<file path="src/rtl/sai_rx_pkg.sv">
package sai_rx_pkg;

  localparam int SAMPLE_W = 24;
  localparam int LEN_W    = 6;

  typedef enum logic [1:0] {
    WLEN_16  = 2'd0,
    WLEN_20  = 2'd1,
    WLEN_24  = 2'd2,
    WLEN_24X = 2'd3
  } wlen_e;

  typedef enum logic {
    FMT_I2S  = 1'b0,
    FMT_LSBJ = 1'b1
  } fmt_e;

  function automatic logic [LEN_W-1:0] wlen_bits(input wlen_e w);
    case (w)
      WLEN_16: wlen_bits = LEN_W'(16);
      WLEN_20: wlen_bits = LEN_W'(20);
      default: wlen_bits = LEN_W'(SAMPLE_W);
    endcase
  endfunction

  function automatic logic [SAMPLE_W-1:0] sign_fit(input logic [SAMPLE_W-1:0] v,
                                                   input wlen_e w);
    case (w)
      WLEN_16: sign_fit = {{(SAMPLE_W-16){v[15]}}, v[15:0]};
      WLEN_20: sign_fit = {{(SAMPLE_W-20){v[19]}}, v[19:0]};
      default: sign_fit = v;
    endcase
  endfunction

endpackage

</file>
<file path="src/rtl/sai_rx_pin_sync.sv">
module sai_rx_pin_sync #(
  parameter int STAGES = 2,
  parameter int PINS   = 3
) (
  input  logic            clk,
  input  logic            rst_n,
  input  logic [PINS-1:0] pin_raw,
  output logic [PINS-1:0] pin_sync,
  output logic            pin0_rise
);

  logic [PINS-1:0] chain [STAGES];
  logic            pin0_last;

  generate
    for (genvar s = 0; s < STAGES; s++) begin : g_stage
      if (s == 0) begin : g_first
        always_ff @(posedge clk) begin
          if (!rst_n) chain[s] <= '0;
          else        chain[s] <= pin_raw;
        end
      end else begin : g_next
        always_ff @(posedge clk) begin
          if (!rst_n) chain[s] <= '0;
          else        chain[s] <= chain[s-1];
        end
      end
    end
  endgenerate

  always_ff @(posedge clk) begin
    if (!rst_n) pin0_last <= 1'b0;
    else        pin0_last <= chain[STAGES-1][0];
  end

  assign pin_sync  = chain[STAGES-1];
  assign pin0_rise = chain[STAGES-1][0] & ~pin0_last;

endmodule

</file>
<file path="src/rtl/sai_rx_clkgen.sv">
module sai_rx_clkgen #(
  parameter int DIV_W      = 8,
  parameter int FRAME_BITS = 64
) (
  input  logic             clk,
  input  logic             rst_n,
  input  logic             enable,
  input  logic [DIV_W-1:0] half_div,
  output logic             sclk_gen,
  output logic             ws_gen
);

  localparam int CNT_W = $clog2(FRAME_BITS);

  logic [DIV_W-1:0] div_cnt;
  logic [CNT_W-1:0] bit_cnt;
  logic [CNT_W-1:0] bit_nxt;

  assign bit_nxt = bit_cnt + 1'b1;

  always_ff @(posedge clk) begin
    if (!rst_n || !enable) begin
      div_cnt  <= '0;
      bit_cnt  <= '0;
      sclk_gen <= 1'b0;
      ws_gen   <= 1'b0;
    end else if (div_cnt == half_div) begin
      div_cnt  <= '0;
      sclk_gen <= ~sclk_gen;
      if (sclk_gen) begin
        bit_cnt <= bit_nxt;
        ws_gen  <= bit_nxt[CNT_W-1];
      end
    end else begin
      div_cnt <= div_cnt + 1'b1;
    end
  end

  AST_WS_AT_FALL: assert property (@(posedge clk) disable iff (!rst_n)
    (ws_gen != $past(ws_gen)) |-> $fell(sclk_gen));

  AST_SLAVE_IDLE: assert property (@(posedge clk) disable iff (!rst_n)
    !enable |=> (!sclk_gen && !ws_gen));

endmodule

</file>
<file path="src/rtl/sai_rx_deser.sv">
module sai_rx_deser
  import sai_rx_pkg::*;
(
  input  logic                clk,
  input  logic                rst_n,
  input  logic                bit_stb,
  input  logic                ws_bit,
  input  logic                sd_bit,
  input  fmt_e                fmt,
  input  wlen_e               wlen,
  output logic                frame_stb,
  output logic [SAMPLE_W-1:0] frame_left,
  output logic [SAMPLE_W-1:0] frame_right
);

  logic                primed;
  logic                aligned;
  logic                ws_prev;
  logic                left_ok;
  logic [LEN_W-1:0]    cnt;
  logic [SAMPLE_W-1:0] cap;
  logic [SAMPLE_W-1:0] shr;
  logic [SAMPLE_W-1:0] left_hold;

  logic [LEN_W-1:0]    wl_n;
  logic                room;
  logic                ws_edge;
  logic [SAMPLE_W-1:0] raw;
  logic [SAMPLE_W-1:0] word;

  always_comb begin
    wl_n    = wlen_bits(wlen);
    room    = (cnt < wl_n);
    ws_edge = primed && (ws_bit != ws_prev);
    if (fmt == FMT_I2S) raw = room ? {cap[SAMPLE_W-2:0], sd_bit} : cap;
    else                raw = shr;
    word = sign_fit(raw, wlen);
  end

  always_ff @(posedge clk) begin
    if (!rst_n) begin
      primed      <= 1'b0;
      aligned     <= 1'b0;
      ws_prev     <= 1'b0;
      left_ok     <= 1'b0;
      cnt         <= '0;
      cap         <= '0;
      shr         <= '0;
      left_hold   <= '0;
      frame_stb   <= 1'b0;
      frame_left  <= '0;
      frame_right <= '0;
    end else begin
      frame_stb <= 1'b0;
      if (bit_stb) begin
        shr <= {shr[SAMPLE_W-2:0], sd_bit};
        if (!primed) begin
          primed  <= 1'b1;
          ws_prev <= ws_bit;
        end else if (ws_edge) begin
          ws_prev <= ws_bit;
          cnt     <= '0;
          cap     <= '0;
          aligned <= 1'b1;
          if (aligned) begin
            if (!ws_prev) begin
              left_hold <= word;
              left_ok   <= 1'b1;
            end else if (left_ok) begin
              frame_left  <= left_hold;
              frame_right <= word;
              frame_stb   <= 1'b1;
              left_ok     <= 1'b0;
            end
          end
        end else if (room) begin
          cap <= {cap[SAMPLE_W-2:0], sd_bit};
          cnt <= cnt + 1'b1;
        end
      end
    end
  end

  AST_FRAME_ONE_CYCLE: assert property (@(posedge clk) disable iff (!rst_n)
    frame_stb |=> !frame_stb);

  AST_SIGN_FIT_16: assert property (@(posedge clk) disable iff (!rst_n)
    (frame_stb && wlen == WLEN_16) |->
      ($countones(frame_right[SAMPLE_W-1:15]) == 0 ||
       $countones(frame_right[SAMPLE_W-1:15]) == SAMPLE_W-15));

endmodule

</file>
<file path="src/rtl/sai_rx_top.sv">
module sai_rx_top
  import sai_rx_pkg::*;
#(
  parameter int DIV_W      = 8,
  parameter int SYNC_STAGES = 2,
  parameter int FRAME_BITS = 64
) (
  input  logic                clk,
  input  logic                rst_n,
  input  logic                cfg_master,
  input  logic                cfg_fmt,
  input  logic [1:0]          cfg_wlen,
  input  logic [DIV_W-1:0]    cfg_div,
  input  logic                sclk_in,
  input  logic                ws_in,
  input  logic                sd_in,
  output logic                sclk_out,
  output logic                ws_out,
  output logic                out_valid,
  input  logic                out_ready,
  output logic [SAMPLE_W-1:0] out_left,
  output logic [SAMPLE_W-1:0] out_right
);

  logic [2:0]          pin_raw;
  logic [2:0]          pin_sync;
  logic                bclk_rise;
  logic                frame_stb;
  logic [SAMPLE_W-1:0] frame_left;
  logic [SAMPLE_W-1:0] frame_right;
  logic                take;

  sai_rx_clkgen #(.DIV_W(DIV_W), .FRAME_BITS(FRAME_BITS)) u_clkgen (
    .clk      (clk),
    .rst_n    (rst_n),
    .enable   (cfg_master),
    .half_div (cfg_div),
    .sclk_gen (sclk_out),
    .ws_gen   (ws_out)
  );

  assign pin_raw = {sd_in,
                    cfg_master ? ws_out   : ws_in,
                    cfg_master ? sclk_out : sclk_in};

  sai_rx_pin_sync #(.STAGES(SYNC_STAGES), .PINS(3)) u_sync (
    .clk       (clk),
    .rst_n     (rst_n),
    .pin_raw   (pin_raw),
    .pin_sync  (pin_sync),
    .pin0_rise (bclk_rise)
  );

  sai_rx_deser u_deser (
    .clk         (clk),
    .rst_n       (rst_n),
    .bit_stb     (bclk_rise),
    .ws_bit      (pin_sync[1]),
    .sd_bit      (pin_sync[2]),
    .fmt         (fmt_e'(cfg_fmt)),
    .wlen        (wlen_e'(cfg_wlen)),
    .frame_stb   (frame_stb),
    .frame_left  (frame_left),
    .frame_right (frame_right)
  );

  assign take = frame_stb && (!out_valid || out_ready);

  always_ff @(posedge clk) begin
    if (!rst_n) begin
      out_valid <= 1'b0;
      out_left  <= '0;
      out_right <= '0;
    end else if (take) begin
      out_valid <= 1'b1;
      out_left  <= frame_left;
      out_right <= frame_right;
    end else if (out_valid && out_ready) begin
      out_valid <= 1'b0;
    end
  end

  AST_HOLD_STABLE: assert property (@(posedge clk) disable iff (!rst_n)
    (out_valid && !out_ready) |=>
      (out_valid && $stable(out_left) && $stable(out_right)));

  AST_FRAME_LOADS: assert property (@(posedge clk) disable iff (!rst_n)
    (frame_stb && !out_valid) |=> out_valid);

endmodule

</file>
<file path="config.mk">
export PLATFORM = sky130hd
export DESIGN_NAME = sai_rx_top
export DESIGN_NICKNAME = d
export VERILOG_FILES = /design/src/rtl/sai_rx_pkg.sv /design/src/rtl/sai_rx_pin_sync.sv /design/src/rtl/sai_rx_clkgen.sv /design/src/rtl/sai_rx_deser.sv /design/src/rtl/sai_rx_top.sv
export SDC_FILE = /design/constraint.sdc
export NUM_CORES = 1
export LEC_CHECK = 0
export BUFFER_PORTS_ARGS = -buffer_cell sky130_fd_sc_hd__buf_2
export CORE_UTILIZATION = 35
export CTS_CLUSTER_DIAMETER = 100
export DETAILED_ROUTE_END_ITERATION = 12
export PLACE_DENSITY = 0.54
export SLEW_MARGIN = 10
export SYNTH_ARGS = -nofsm -noshare
export SYNTH_HDL_FRONTEND = slang
export SYNTH_SLANG_ARGS = --single-unit
export TNS_END_PERCENT = 5
</file>
<file path="constraint.sdc">
create_clock -name clk -period 7.23 [get_ports clk]
set_input_delay 1.0845 -clock clk [delete_from_list [all_inputs] [get_ports clk]]
set_output_delay 1.0845 -clock clk [all_outputs]
set_load 0.005 [all_outputs]
</file>
==> qor.txt <==
status: finished, final reports clean
CTS Hold Bufs: 0
cell count of the worst reg-to-reg path: 6
Synth Warn #: 0
Setup TNS: 0 ns
initial core utilization: 0.3590
PortBufs: 68
HP Start: u_sync.chain[0][1]
Setup WS pre-CTS: 3.241 ns
Nets: 1011
f_max: 0.2877 GHz
post_cts resized: 0
Worst Path Required: 7.68 ns
RR Endpoint: u_deser.cnt[3]
DRC: 0
First DRT Iteration DRCs: 426
Critical Path Fanout Max: 30
layout cell share with drive strength beyond 1: 0.1376
aggregate routed wire length: 18.62 mm
Core Util, Final: 0.4161
initial antenna violation count: 0
Mapped Cells: 959
Worst path depth: 8
sequential area share after synthesis: 0.4960
number of synthesized flops with an enable pin: 0
Routed Antenna Nets: 0
max_cap viols: 0
GP Congestion: 0.8646
post-DR wirelength/cell: 14.45 µm
crit-path max cell delay: 0.90 ns
DR pass1 iterations: 4
Clk Tree Root Cell: clkbuf_16
r2r setup slk: 4.26 ns
CTS sink cnt: 202
Min Clock Period, post-route: 3.476 ns
IO Pins: 69
DIE AREA: 0.02391 mm²
Layout area overhead: 15.91%
Max transition margin: 0.2516
RSZ-0062 raised after global routing: false
pwr/cell area: 255.7 mW/mm²
Antenna Cells: 0
Overflow after GRT: 0
reg2reg start: u_deser.cnt[3]
Lkg Pwr: 0.003294 µW
max-slew violations: 0
Worst Path Buf+Inv: 2
critical path arrival: 3.92 ns
clock slew at reported path FFs: 0.06 ns
first-pass GRT wire length: 30.76 mm
CP max-delay cell: o21ai_2
Max clock buf depth: 3
Die Height: 154.6 µm
core region area: 0.02271 mm²
Worst Tran Pin Value: 1.122 ns
Yosys cell types: 51
Clock Latency Late Sink: 0.52 ns
CP Capture Type: register
width of the die: 154.6 µm
largest net degree at the start of global routing: 120
CP startpoint: cfg_wlen[1]
H-tree depth: 1
final setup vio count: 0
dpl hpwl: 12.03 mm
Top Family by Delay on Critical Path: compound AO/OA/AOI/OAI gates
final hold vios: 0
Syn Nets: 981
Vias/cell: 5.036
CP endpoint: u_deser.cnt[3]
Max VDD drop: 0.1189 mV
gr usage total: 0.1568
Final Cycle Share: 0.4807
TritonCTS clock tree: built
Post-Syn Area: 0.008153 mm²
worst hold path class: register to register
PnR worst setup slack: 3.754 ns
post-CTS setup buffers: 0
vias in the first global route: 5811
Vias: 6486
Post-synth ARST share: 0
Worst Setup Start Kind: input pin
Rows: 55
classification of the worst setup path: input pin to register
fill cell total of the finished layout: 2328
critical path, cell by cell: buf_2 > inv_1 > ha_1 > nand2_1 > o21ai_2 > a21o_1 > o21ai_0 > a21oi_1
Clock Skews: 0.006871 ns
Seq cells post-synth: 202
Most used DFF post-synth: dfxtp_1
Mean Syn Cell Area: 8.501 µm²
Num CTS Buffers: 23
[how the worst min path moves through the flow]
stage | end | depth (start not counted)
final | u_sync.chain[1][1] | 1
after floorplan | u_sync.chain[1][0] | 1
after detailed placement | u_sync.chain[1][1] | 1
after global placement | u_sync.chain[1][0] | 1
after global routing | u_sync.chain[1][0] | 1
after CTS | u_sync.chain[1][1] | 1
[synth_stat cells, types with 9 or more instances]
master / n / area share
clkbuf_1: 58 / 0.027
a21boi_0: 104 / 0.096
a22oi_1: 24 / 0.022
inv_1: 11 / 0.0051
a31oi_1: 11 / 0.0084
nand3_1: 53 / 0.033
a31o_2: 16 / 0.017
dfxtp_1: 202 / 0.50
xor2_1: 15 / 0.016
nor2_1: 14 / 0.0064
and2_1: 9 / 0.0069
buf_2: 9 / 0.0055
nand2_1: 244 / 0.11
nor2b_1: 27 / 0.021
o21ai_0: 70 / 0.043
[metrics by stage]
stage / hold WS (ns) / total power (µW) / cells / area (µm²)
2_1_floorplan: 0.4119 / 1188 / 959 / 8153
3_3_place_gp: 0.4152 / 1209 / 1249 / 8642
3_5_place_dp: 0.4185 / 1208 / 1249 / 8642
4_1_cts: 0.4337 / 2453 / 1288 / 9450
5_1_grt: 0.4528 / 2500 / 1288 / 9450
6_report: 0.4317 / 2417 / 1288 / 9450
[report_power, final]
group | internal (µW) | switching (µW)
Combinational | 25.5 | 40.5
Sequential | 1120 | 2.14
Clock | 780 | 454
[layout make-up]
type	count	area (µm²)	share of cell area
clock buffers	33	663.1	0.07017
clock inverters	6	145.1	0.01536
inverters	11	41.29	0.004369
multi-input cells	674	3790	0.4010
flip-flops and latches	202	4044	0.4279
well taps	285	356.6	0.03773
repair buffers	77	410.4	0.04343
[cell usage in the layout, fill, tap and decap left out, types with 6 or more instances in the layout]
| cell type | n |
|---|---|
| buf_2 | 67 |
| nor3_1 | 6 |
| or3_1 | 6 |
| and2_1 | 9 |
| nor2b_1 | 27 |
| a21boi_0 | 104 |
| a22oi_1 | 24 |
| dfxtp_1 | 202 |
| xor2_1 | 15 |
| a31o_2 | 16 |
| nand2b_1 | 7 |
| buf_4 | 10 |
| a21oi_1 | 7 |
| nand2_1 | 244 |
| clkbuf_16 | 23 |
| nor2_1 | 14 |
| a31oi_1 | 11 |
| o21ai_0 | 70 |
| nand3_1 | 53 |
| o211ai_1 | 6 |
| inv_1 | 11 |
[routing by layer]
metal	GRT usage	vias up	share of wire	routed length, µm
li1	-	3348	-	-
met1	0.2196	3004	0.51	9408
met2	0.2512	105	0.44	8181
met3	0.02185	29	0.033	606
met4	0.04338	0	0.023	420
met5	0	-	0	0
[cells by family after synthesis]
logic type | after synthesis | share of synthesized area
mux | 2 | 0.002456
simple gates | 386 | 0.2127
xor+xnor | 20 | 0.02149
compound gates | 262 | 0.2211
fa+ha+maj | 4 | 0.006139
buf+inv | 83 | 0.04005
flops | 202 | 0.4960
[flip-flops by register name (all words and copies together) (netlist names)]
signal	flops
u_deser.frame_left	24
u_deser.shr	24
u_deser.frame_stb	1
u_clkgen.div_cnt	8
u_sync.chain	6
u_deser.cap	24
u_deser.frame_right	24
u_deser.aligned	1
u_sync.pin0_last	1
u_deser.cnt	6
u_clkgen.sclk_gen	1
out_right	24
u_deser.left_hold	24
out_valid	1
u_deser.left_ok	1
u_clkgen.bit_cnt	6
u_deser.primed	1
u_deser.ws_prev	1
out_left	24
Note: power is estimated with default switching activity, not from simulation.
